`src/rtl/chop_avg_pkg.sv`:
```
package chop_avg_pkg;
  // Occupancy of the pairing register in the averager
  typedef enum logic {
    PAIR_EMPTY  = 1'b0,
    PAIR_PRIMED = 1'b1
  } pair_state_e;
endpackage

```
`src/rtl/chop_rate_reg.sv`:
```
module chop_rate_reg #(
  parameter int SF_W   = 8,
  parameter int WR_W   = 16,
  parameter int SF_MIN = 13,
  parameter int SF_MAX = 255,
  parameter int SF_RST = 69
) (
  input  logic            clk,
  input  logic            rst_n,
  input  logic            wr_en_i,
  input  logic [WR_W-1:0] wr_data_i,
  output logic [SF_W-1:0] rate_o
);
  logic [SF_W-1:0] rate_q, rate_d, clamp_c;

  always_comb begin
    if (wr_data_i < WR_W'(SF_MIN))      clamp_c = SF_W'(SF_MIN);
    else if (wr_data_i > WR_W'(SF_MAX)) clamp_c = SF_W'(SF_MAX);
    else                                clamp_c = wr_data_i[SF_W-1:0];
  end

  always_comb begin
    rate_d = rate_q;
    if (wr_en_i) rate_d = clamp_c;
  end

  always_ff @(posedge clk or negedge rst_n) begin
    if (!rst_n) rate_q <= SF_W'(SF_RST);
    else        rate_q <= rate_d;
  end

  assign rate_o = rate_q;


  rate_in_range_chk: assert property (@(posedge clk) disable iff (!rst_n)
    (rate_q >= SF_W'(SF_MIN)) && (rate_q <= SF_W'(SF_MAX)));
endmodule

```
`src/rtl/chop_conv_timer.sv`:
```
module chop_conv_timer #(
  parameter int SF_W         = 8,
  parameter int TICKS_PER_SF = 4,
  parameter int CNT_W        = 10
) (
  input  logic            clk,
  input  logic            rst_n,
  input  logic [SF_W-1:0] rate_i,
  input  logic            reload_i,
  output logic            tick_o
);
  logic [CNT_W-1:0] cnt_q, cnt_d, last_c;
  logic             at_end_c;

  assign last_c   = CNT_W'(rate_i) * CNT_W'(TICKS_PER_SF) - CNT_W'(1);
  assign at_end_c = (cnt_q == last_c);

  always_comb begin
    cnt_d = cnt_q + CNT_W'(1);
    if (reload_i || at_end_c) cnt_d = '0;
  end

  always_ff @(posedge clk or negedge rst_n) begin
    if (!rst_n) cnt_q <= '0;
    else        cnt_q <= cnt_d;
  end

  assign tick_o = at_end_c && !reload_i;


  tick_single_chk: assert property (@(posedge clk) disable iff (!rst_n)
    tick_o |=> !tick_o);

  reload_restarts_chk: assert property (@(posedge clk) disable iff (!rst_n)
    reload_i |=> (cnt_q == '0));
endmodule

```
`src/rtl/chop_pair_avg.sv`:
```
module chop_pair_avg
  import chop_avg_pkg::*;
#(
  parameter int DW = 24
) (
  input  logic          clk,
  input  logic          rst_n,
  input  logic [DW-1:0] smp_i,
  input  logic          smp_vld_i,
  input  logic          sync_i,
  output logic [DW-1:0] avg_o,
  output logic          avg_vld_o
);
  pair_state_e   st_q, st_d;
  logic [DW-1:0] prev_q, prev_d;
  logic [DW-1:0] avg_q, avg_d;
  logic          vld_q, vld_d;
  logic [DW:0]   sum_c;
  logic          take_c;

  // sign-extended sum at DW+1 bits, then floor shift by one
  assign sum_c  = {prev_q[DW-1], prev_q} + {smp_i[DW-1], smp_i};
  assign take_c = smp_vld_i && !sync_i;

  always_comb begin
    st_d   = st_q;
    prev_d = prev_q;
    avg_d  = avg_q;
    vld_d  = 1'b0;
    if (sync_i) begin
      st_d = PAIR_EMPTY;
    end else if (take_c) begin
      prev_d = smp_i;
      st_d   = PAIR_PRIMED;
      if (st_q == PAIR_PRIMED) begin
        avg_d = sum_c[DW:1];
        vld_d = 1'b1;
      end
    end
  end

  always_ff @(posedge clk or negedge rst_n) begin
    if (!rst_n) begin
      st_q   <= PAIR_EMPTY;
      prev_q <= '0;
      avg_q  <= '0;
      vld_q  <= 1'b0;
    end else begin
      st_q   <= st_d;
      prev_q <= prev_d;
      avg_q  <= avg_d;
      vld_q  <= vld_d;
    end
  end

  assign avg_o     = avg_q;
  assign avg_vld_o = vld_q;


  vld_follows_strobe_chk: assert property (@(posedge clk) disable iff (!rst_n)
    avg_vld_o |-> $past(smp_vld_i && !sync_i));

  hold_between_chk: assert property (@(posedge clk) disable iff (!rst_n)
    !avg_vld_o |-> $stable(avg_o));

  sync_blocks_out_chk: assert property (@(posedge clk) disable iff (!rst_n)
    sync_i |=> !avg_vld_o);

  first_silent_chk: assert property (@(posedge clk) disable iff (!rst_n)
    (smp_vld_i && st_q == PAIR_EMPTY) |=> !avg_vld_o);
endmodule

```
`src/rtl/chop_avg_ctrl.sv`:
```
module chop_avg_ctrl #(
  parameter int SAMPLE_W     = 24,
  parameter int SF_W         = 8,
  parameter int WR_W         = 16,
  parameter int SF_MIN       = 13,
  parameter int SF_MAX       = 255,
  parameter int SF_RST       = 69,
  parameter int TICKS_PER_SF = 4
) (
  input  logic                clk,
  input  logic                rst_n,
  input  logic [SAMPLE_W-1:0] smp_i,
  input  logic                smp_vld_i,
  input  logic                resync_i,
  input  logic                cfg_wr_i,
  input  logic [WR_W-1:0]     cfg_wdata_i,
  output logic [SAMPLE_W-1:0] avg_o,
  output logic                avg_vld_o,
  output logic                req_tick_o
);
  localparam int CNT_W = $clog2(SF_MAX * TICKS_PER_SF + 1);

  logic            rst_meta_q, rst_sync_q;
  logic [SF_W-1:0] rate_w;
  logic            sync_w;

  // asynchronous assert, synchronous release
  always_ff @(posedge clk or negedge rst_n) begin
    if (!rst_n) begin
      rst_meta_q <= 1'b0;
      rst_sync_q <= 1'b0;
    end else begin
      rst_meta_q <= 1'b1;
      rst_sync_q <= rst_meta_q;
    end
  end

  assign sync_w = resync_i || cfg_wr_i;

  chop_rate_reg #(
    .SF_W(SF_W), .WR_W(WR_W), .SF_MIN(SF_MIN), .SF_MAX(SF_MAX), .SF_RST(SF_RST)
  ) u_rate (
    .clk(clk), .rst_n(rst_sync_q), .wr_en_i(cfg_wr_i),
    .wr_data_i(cfg_wdata_i), .rate_o(rate_w)
  );

  chop_conv_timer #(
    .SF_W(SF_W), .TICKS_PER_SF(TICKS_PER_SF), .CNT_W(CNT_W)
  ) u_timer (
    .clk(clk), .rst_n(rst_sync_q), .rate_i(rate_w),
    .reload_i(cfg_wr_i), .tick_o(req_tick_o)
  );

  chop_pair_avg #(
    .DW(SAMPLE_W)
  ) u_avg (
    .clk(clk), .rst_n(rst_sync_q), .smp_i(smp_i), .smp_vld_i(smp_vld_i),
    .sync_i(sync_w), .avg_o(avg_o), .avg_vld_o(avg_vld_o)
  );


  write_restarts_chk: assert property (@(posedge clk) disable iff (!rst_sync_q)
    cfg_wr_i |=> !avg_vld_o);
endmodule

```
`config.mk`:
```
export PLATFORM = sky130hd
export DESIGN_NAME = chop_avg_ctrl
export DESIGN_NICKNAME = d
export VERILOG_FILES = /design/src/rtl/chop_avg_pkg.sv /design/src/rtl/chop_rate_reg.sv /design/src/rtl/chop_conv_timer.sv /design/src/rtl/chop_pair_avg.sv /design/src/rtl/chop_avg_ctrl.sv
export SDC_FILE = /design/constraint.sdc
export NUM_CORES = 1
export LEC_CHECK = 0
export CORE_MARGIN = 5
export CORE_UTILIZATION = 43
export CTS_BUF_LIST = sky130_fd_sc_hd__clkbuf_16
export CTS_CLUSTER_SIZE = 10
export DETAILED_ROUTE_END_ITERATION = 8
export PLACE_DENSITY = 0.78
export SYNTH_ARGS = -nofsm -noshare
export SYNTH_HDL_FRONTEND = slang
export SYNTH_SLANG_ARGS = --single-unit
```
`constraint.sdc`:
```
create_clock -name clk -period 2.6 [get_ports clk]
set_input_delay 0.52 -clock clk [delete_from_list [all_inputs] [get_ports clk]]
set_output_delay 0.52 -clock clk [all_outputs]
set_load 0.01 [all_outputs]
```
==> impl_metrics.ini, run 1 <==
[timing]
whs_ns = 0.2615
worst-slew-pin-transition_ns = 0.5619
period_needed_ns = 2.574
hold_viol = 0
rsz0062_at_grt = true
slew_headroom = 0.6254
worst_slack_ns = 0.02572
layout_worst_path_cycle_share = 0.9901
skew_ns = 0.008066
slew_viol_final = 0
finalSetupViolations = 0
fin_tns_setup_ns = 0
fmax_ghz = 0.3885

[layout]
syn2layout_area_growth_pct = 40.36
final_cell_area_um2 = 5901
final_util = 0.6122
fillers = 831
layout_commonest_cell = buf_4
drive_gt1_frac = 0.2552
fin_nets = 642
n_antenna_cell = 0
finalNonFillerCells = 709
mostFrequentLayoutCells = buf_4 (71), clkdlybuf4s50_1 (69), dfrtp_1 (66), nand2_1 (40)

[synthesis]
synth_flop_cell = dfrtp_1
synth_area_um2 = 4204
yosysSeqAreaShare = 0.4176
ys_types = 55
yosys.area.top_type = dfrtp_1
synth_area_leaders = dfrtp_1 (40%), ha_1 (7.4%), mux2_2 (6.7%), xnor2_1 (4.6%), a21oi_1 (3.9%)
syn-num-nets = 510
synth_top_area_frac = 0.3988
ys_ff_latch = 70
synth_warnings = 0
syn_avg_cell_area_um2 = 9.576
synthCells = 439
synth_enable_flop_cells = 0
async_flop_share = 1.000

[run]
maxCapViolations = 0

[routing]
wl_mm = 10.81
viasPerCell = 5.231
first_pass_iters = 4
drc = 0
ant_nets = 0
drt_iter0_markers = 147
vias = 3709
routedWlPerCell_um = 15.25

[setup_path]
max_stage_delay_ns = 0.56
crit_required_ns = 2.08
cp_slowest_cell = dfstp_2
cp-end-kind = primary output
start_kind = flip-flop
critPathKind = flip-flop to primary output
ff2ff_setup_slack_ns = 0.36
cp_cell_sequence = inv_1, ha_4, nor3_4, a211oi_2, o21ai_1, a21oi_2, nor4_2, buf_2
reg2reg_depth = 9
arrival_ns = 2.05
cp_max_fo = 7

[floorplan]
die_w_um = 108.9
core-area_um2 = 9639
start_util = 0.4361
die_h_um = 108.9
fp-row-count = 36
die_area_um2 = 11850
boundaryPins = 71

[pwr]
p_leak_nw = 2.578
p_int_mw = 2.858
switching_share = 0.3260
pwr-share-clk = 0.268
power.ir.vdd_worst_v = 0.0004693
p_per_area_nw_per_um2 = 718.6
p_sw_mw = 1.382
combPwrFrac = 0.391
sequentialPowerShare = 0.341
totalPowerFinal_mw = 4.240

[clock_tree]
cts_root_buf = clkbuf_16
clock_sinks = 70
clkLatencyLatePin_ns = 0.33
clkTransAtPathRegs_ns = 0.06
cts_max_level = 3
cts_buffer_depth = 2
cts_buffers = 9
cts_tree = done

[placed_design]
placed_cells = 690
dpl_cell_area_um2 = 5522
dpl.hpwl_mm = 8.171
gp_congestion = 0.9130
dp_slack_ns = -0.3144
portBuffers = 70

[grt]
grt_pass1_wl_mm = 17.88
grt_pass1_vias = 3857
grt_max_degree = 48
overflow = 0
grt_antenna_before_repair = 0
grt_use_total = 0.1886

[worst_hold_path]
hp-class = flip-flop to asynchronous set/reset pin

[outcome]
outcome = complete, no violations
==> cell type report <==
cell class | instances | area, µm² | share of cell area
timing repair buffer | 142 | 1249 | 0.2116
tap | 133 | 166.4 | 0.02820
clock inverter | 7 | 48.80 | 0.008270
multi-input combinational | 338 | 2417 | 0.4097
clock buffer | 9 | 225.2 | 0.03817
sequential | 70 | 1757 | 0.2977
inverter | 10 | 37.54 | 0.006361
==> what timing repair did <==
action | in CTS | in global routing
pin swaps | 8 | 4
setup endpoints to repair | 1 | 9
resized for setup | 16 | 10
buffers inserted | 3 | 0
hold buffers | 0 | 0
==> sequential cells by signal (all words and copies together), names as in the netlist <==
signal and count:
rst_meta_q 1, rst_sync_q 1, u_avg.avg_o 24, u_avg.avg_vld_o 1, u_avg.prev_q 24, u_avg.st_q 1, u_rate.rate_o 8, u_timer.cnt_q 10
==> cells in the mapped netlist, types with 2 or more instances <==
cell and instances:
a211o_1 2, a211oi_1 3, a21o_1 7, a21oi_1 33, a221oi_1 3, a31oi_1 3
and2_1 2, and3_1 6, clkbuf_1 18, dfrtp_1 67, dfstp_2 3, ha_1 25
inv_1 10, mux2_2 25, nand2_1 40, nand2b_1 3, nand3_1 11, nand4_1 10
nor2_1 32, nor2b_1 2, nor3_1 14, nor3b_1 2, nor4_1 7, o2111ai_1 3
o21ai_0 31, o21ai_1 2, o21ai_2 2, o21bai_1 3, o22a_1 2, o311ai_0 2
o31ai_1 2, or2_2 5, xnor2_1 22, xor2_1 16
==> power by group through the flow <==
stage               Sequential [mW]  Clock [mW]  Combinational [mW]
floorplan                      1.51           0               0.762
global placement               1.45           0                1.59
detailed placement             1.47           0                1.63
CTS                            1.45        1.16                1.64
global route                   1.48        1.21                1.81
finish                         1.45        1.14                1.66
==> routing by layer <==
layer | global-route usage | up-vias | routed length, µm
li1 | - | 1844 | -
met1 | 0.2279 | 1758 | 4618
met2 | 0.3355 | 88 | 5481
met3 | 0.02960 | 19 | 470
met4 | 0.07304 | 0 | 240
met5 | 0 | - | 0
==> path summary, 6_finish.rpt <==
check	startpoint	end
setup / recovery	u_rate.rate_o[0]	req_tick_o
hold / removal	rst_sync_q	u_avg.avg_o[7]
setup reg to reg	u_avg.prev_q[0]	u_avg.avg_o[15]
hold reg to reg	rst_sync_q	u_avg.avg_o[7]
max in group asynchronous	rst_sync_q	u_rate.rate_o[6]
min in group clk	rst_meta_q	rst_sync_q
==> critical path: cells and delay by family, from the launching register on <==
family | cells | cell delay [ns]
flip-flops | 1 | 0.56
AND/OR/NAND/NOR | 2 | 0.42
AO/OA/AOI/OAI | 3 | 0.31
buffers and inverters | 2 | 0.24
adder cells (fa/ha/maj) | 1 | 0.20
==> logic make-up (layout without fill, tap and decap cells) <==
group           count (synthesis)  in the layout  share of synthesized area
simple gates                  140            140                     0.1646
compound gates                107            107                     0.1595
flops                          70             70                     0.4176
xor+xnor                       38             38                    0.07916
buf+inv                        31            168                    0.02976
fa+ha+maj                      26             26                    0.07917
mux                            26             26                    0.06935
other cells                     1              1                  0.0008920
Power figures use the tool's default switching activity.
==> run 2: changes to the inputs <==
GPL_TIMING_DRIVEN = 0   (was default)
==> impl_metrics.ini, run 2 (synthesis gave the netlist of run 1 again) <==
[outcome]
outcome = finished with violations
violations = negative setup slack

[clock_tree]
clkLatencyLatePin_ns = 0.33
cts_root_buf = clkbuf_16
cts_tree = done
clkTransAtPathRegs_ns = 0.06
cts_max_level = 3
cts_buffers = 9
cts_buffer_depth = 2
clock_sinks = 70

[placed_design]
dpl_cell_area_um2 = 5065
dpl.hpwl_mm = 7.683
dp_slack_ns = -0.4380
gp_congestion = 0.8990
portBuffers = 69
placed_cells = 641

[layout]
fillers = 844
syn2layout_area_growth_pct = 32.56
final_cell_area_um2 = 5573
mostFrequentLayoutCells = dfrtp_1 (65), clkdlybuf4s50_1 (64), nand2_1 (39), nor2_1 (29), o21ai_0 (26)
fin_nets = 590
n_antenna_cell = 0
layout_commonest_cell = dfrtp_1
finalNonFillerCells = 657
drive_gt1_frac = 0.1889

[pwr]
p_per_area_nw_per_um2 = 728.8
power.ir.vdd_worst_v = 0.0003441
p_leak_nw = 2.321

[setup_path]
ff2ff_setup_slack_ns = 0.36
crit_required_ns = 2.08
start_kind = flip-flop
cp_max_fo = 7
critPathKind = flip-flop to primary output
endpoint = req_tick_o
arrival_ns = 2.08
r2r-end = u_avg.avg_o[21]
reg2reg_depth = 9
r2r_start = u_avg.prev_q[0]
cp-end-kind = primary output
crit_start = u_rate.rate_o[2]

[floorplan]
core-area_um2 = 9639
fp-row-count = 36
die_h_um = 108.9
start_util = 0.4361
die_area_um2 = 11850
die_w_um = 108.9
boundaryPins = 71

[timing]
fmax_ghz = 0.3842
layout_worst_path_cycle_share = 1.001
worst_slack_ns = -0.003073
hold_viol = 0
worst-slew-pin-transition_ns = 0.8678
slew_viol_final = 0
rsz0062_at_grt = true
finalSetupViolations = 1
period_needed_ns = 2.603
skew_ns = 0.006300
fin_tns_setup_ns = -0.003073
slew_headroom = 0.4215

[grt]
grt_pass1_vias = 3688
overflow = 0
grt_antenna_before_repair = 0
grt_max_degree = 69
grt_use_total = 0.1801
grt_pass1_wl_mm = 17.06

[routing]
dr_wl_met3_um = 666
ant_nets = 0
drc = 0
routedWlPerCell_um = 15.99
wl_mm = 10.50
route.met2.wl_mm = 5.147
vias = 3641
wirelength_met1_mm = 4.440
drt_iter0_markers = 208
top_layer_used = met4
first_pass_iters = 6
viasPerCell = 5.542

[run]
maxCapViolations = 0

[worst_hold_path]
hp-class = primary input to asynchronous set/reset pin
-- run 2: changes by cell type in the layout (fill, tap and decap cells not counted), sizes merged --
| cell | before | now |
|---|---|---|
| dlymetal6s2s | 0 | 4 |
| clkbuf | 9 | 22 |
| buf | 73 | 9 |
| clkinv | 2 | 3 |
| clkdlybuf4s50 | 69 | 64 |
| inv | 12 | 11 |
-- run 2: metrics by stage --
stage	hold slack [ns]	util	power, mW
finish	0.3458	0.5781	4.062
detailed placement	0.3420	0.5254	2.857
global placement	0.3371	0.5251	2.815
floorplan	0.2244	-	2.270
global route	0.3553	0.5781	4.289
CTS	0.3427	0.5601	3.980
-- run 2: per-layer routing --
metal,up-vias,GRT usage
met2,136,0.3079
met5,-,0
li1,1740,-
met4,0,0.05951
met3,28,0.04085
met1,1737,0.2246
-- run 2: worst min-delay path by stage --
stage | endpoint | cells past startpoint | slack [ns]
2_1_floorplan | rst_meta_q | 0 | 0.22
3_3_place_gp | rst_sync_q | 0 | 0.34
3_5_place_dp | rst_sync_q | 0 | 0.34
4_1_cts | rst_sync_q | 1 | 0.34
5_1_grt | rst_sync_q | 1 | 0.36
6_report | rst_sync_q | 1 | 0.35
-- run 2: what timing repair did --
item                                   in CTS  in global routing
gates resized for setup                    21                 36
setup endpoints to repair                   6                 11
hold buffers                                0                  0
pin swaps                                   8                 13
setup buffers                               2                  4
endpoints found under the hold margin       0                  0
-- run 2: cell type report --
| cell class | count | area (µm²) | area share |
|---|---|---|---|
| buffer | 15 | 65.06 | 0.01167 |
| clock buffer | 9 | 225.2 | 0.04041 |
| clock inverter | 7 | 42.54 | 0.007634 |
| inverter | 10 | 37.54 | 0.006736 |
| multi-input combinational | 338 | 2535 | 0.4549 |
| sequential | 70 | 1760 | 0.3159 |
| tap | 133 | 166.4 | 0.02986 |
| timing repair buffer | 75 | 740.7 | 0.1329 |
-- run 2: critical path, stage by stage (launching register included) --
cell and delay [ns]:
dfstp_2 0.41, or4_4 0.58, nor2_4 0.11, xnor2_1 0.08, o21ai_2 0.12, o21ai_2 0.08, nor4_2 0.20, buf_2 0.17
-- run 2: report_power, final --
part | switching [mW] | internal, mW | leakage, nW
Sequential | 0.170 | 1.31 | 0.855
Clock | 0.465 | 0.636 | 0.124
Combinational | 0.718 | 0.766 | 1.34
==> run 3: changes to the inputs <==
CORE_MARGIN = 3   (was 5)
==> impl_metrics.ini, run 3 (synthesis gave the netlist of run 1 again) <==
[layout]
mostFrequentLayoutCells = clkdlybuf4s50_1 (68), dfrtp_1 (65), nand2_1 (40), nor2_1 (31)
layout_commonest_cell = clkdlybuf4s50_1
final_cell_area_um2 = 5652
fillers = 811
syn2layout_area_growth_pct = 34.43
drive_gt1_frac = 0.1882
n_antenna_cell = 0
fin_nets = 592

[grt]
overflow = 0
grt_antenna_before_repair = 0
grt_pass1_wl_mm = 18.19
grt_use_total = 0.2016
grt_max_degree = 69
grt_pass1_vias = 3814

[routing]
wl_mm = 11.19
first_pass_iters = 4
route.met2.wl_mm = 5.702
routedWlPerCell_um = 17.09
viasPerCell = 5.661
wirelength_met1_mm = 4.714
drt_iter0_markers = 193
ant_nets = 0
vias = 3708
dr_wl_met3_um = 642
top_layer_used = met4
drc = 0

[worst_hold_path]
hp-class = primary input to asynchronous set/reset pin

[timing]
rsz0062_at_grt = true
slew_viol_final = 0
fmax_ghz = 0.3775
fin_tns_setup_ns = -0.04929
hold_viol = 0
layout_worst_path_cycle_share = 1.019
skew_ns = 0.005384
finalSetupViolations = 1
worst_slack_ns = -0.04929
slew_headroom = 0.4118
worst-slew-pin-transition_ns = 0.8824
whs_ns = 0.3447
period_needed_ns = 2.649

[pwr]
switching_share = 0.3084
combPwrFrac = 0.332
sequentialPowerShare = 0.331
p_int_mw = 3.095
p_leak_nw = 2.339
power.ir.vdd_worst_v = 0.0004297
p_sw_mw = 1.380
totalPowerFinal_mw = 4.476
p_per_area_nw_per_um2 = 791.9
pwr-share-clk = 0.337

[setup_path]
cp_max_fo = 4
path_buf_inv = 1
cp-end-kind = primary output
ff2ff_setup_slack_ns = 0.31
start_kind = flip-flop
critPathKind = flip-flop to primary output
cp_top_family = simple AND/OR/NAND/NOR gates
max_stage_delay_ns = 0.54
cp_cell_sequence = or4_4, nor2_4, xnor2_1, o21ai_2, o21ai_2, nor4_2, buf_2
arrival_ns = 2.13
crit_required_ns = 2.08
crit_path_frequent_cell = o21ai_2
cp_slowest_cell = or4_4

[outcome]
outcome = finished with violations
violations = negative setup slack

[clock_tree]
cts_buffers = 9
cts_tree = done
cts_root_buf = clkbuf_16
clkTransAtPathRegs_ns = 0.06
cts_buffer_depth = 2
cts_max_level = 3
clkLatencyLatePin_ns = 0.33
clock_sinks = 70

[floorplan]
fp-row-count = 35
die_h_um = 104.9
die_area_um2 = 11000
core-area_um2 = 9371
die_w_um = 104.9
boundaryPins = 71
start_util = 0.4486

[placed_design]
dp_slack_ns = -0.4403
gp_congestion = 0.9116
dpl.hpwl_mm = 7.816
portBuffers = 69
dpl_cell_area_um2 = 5060

[run]
maxCapViolations = 0
run 3: changes by cell type in the layout (fill, tap and decap cells not counted), moves of 2 or more:
cell,previous run,this run
clkinvlp_4,3,0
bufinv_16,0,4
buf_4,6,8
clkdlybuf4s50_1,64,68
dlymetal6s2s_1,4,0
nor2_1,29,31
run 3: layout make-up:
type / count / area, µm² / area share
plain buffers: 15 / 65.06 / 0.01151
repair buffers: 77 / 745.7 / 0.1319
flip-flops and latches: 70 / 1760 / 0.3115
inverters: 10 / 37.54 / 0.006642
multi-input cells: 338 / 2520 / 0.4459
well taps: 129 / 161.4 / 0.02856
clock buffers: 9 / 225.2 / 0.03985
clock inverters: 7 / 136.4 / 0.02413
run 3: timing repair:
action / 4_1_cts / 5_1_grt
gates resized for setup: 18 / 31
hold buffers: 0 / 0
endpoints found under the setup margin: 5 / 12
setup buffers: 1 / 7
pin swaps: 6 / 13
run 3: worst paths after layout:
kind,depth (start not counted),end,from
hold / removal,1,rst_sync_q,rst_n
max in group asynchronous,0,u_rate.rate_o[4],rst_sync_q
hold reg to reg,0,rst_sync_q,rst_meta_q
setup reg to reg,9,u_avg.avg_o[21],u_avg.prev_q[0]
setup / recovery,7,req_tick_o,u_rate.rate_o[4]
min in group clk,0,rst_sync_q,rst_meta_q
run 3: power by group through the flow:
stage	sequential [mW]	clock (mW)	combinational, mW
2_1_floorplan	1.51	0	0.762
6_report	1.48	1.51	1.49
5_1_grt	1.51	1.58	1.62
4_1_cts	1.47	1.54	1.40
3_3_place_gp	1.48	0	1.34
3_5_place_dp	1.49	0	1.37
run 3: routing by layer:
| layer | track usage | up-vias |
|---|---|---|
| met5 | 0 | - |
| met4 | 0.05248 | 0 |
| met3 | 0.04694 | 11 |
| met2 | 0.3497 | 120 |
| met1 | 0.2525 | 1829 |
| li1 | - | 1748 |
run 3: stage by stage:
step             util  cells
2_1_floorplan       -    439
3_3_place_gp   0.5395    637
3_5_place_dp   0.5399    637
4_1_cts        0.5833    651
5_1_grt        0.6031    655
6_report       0.6031    655
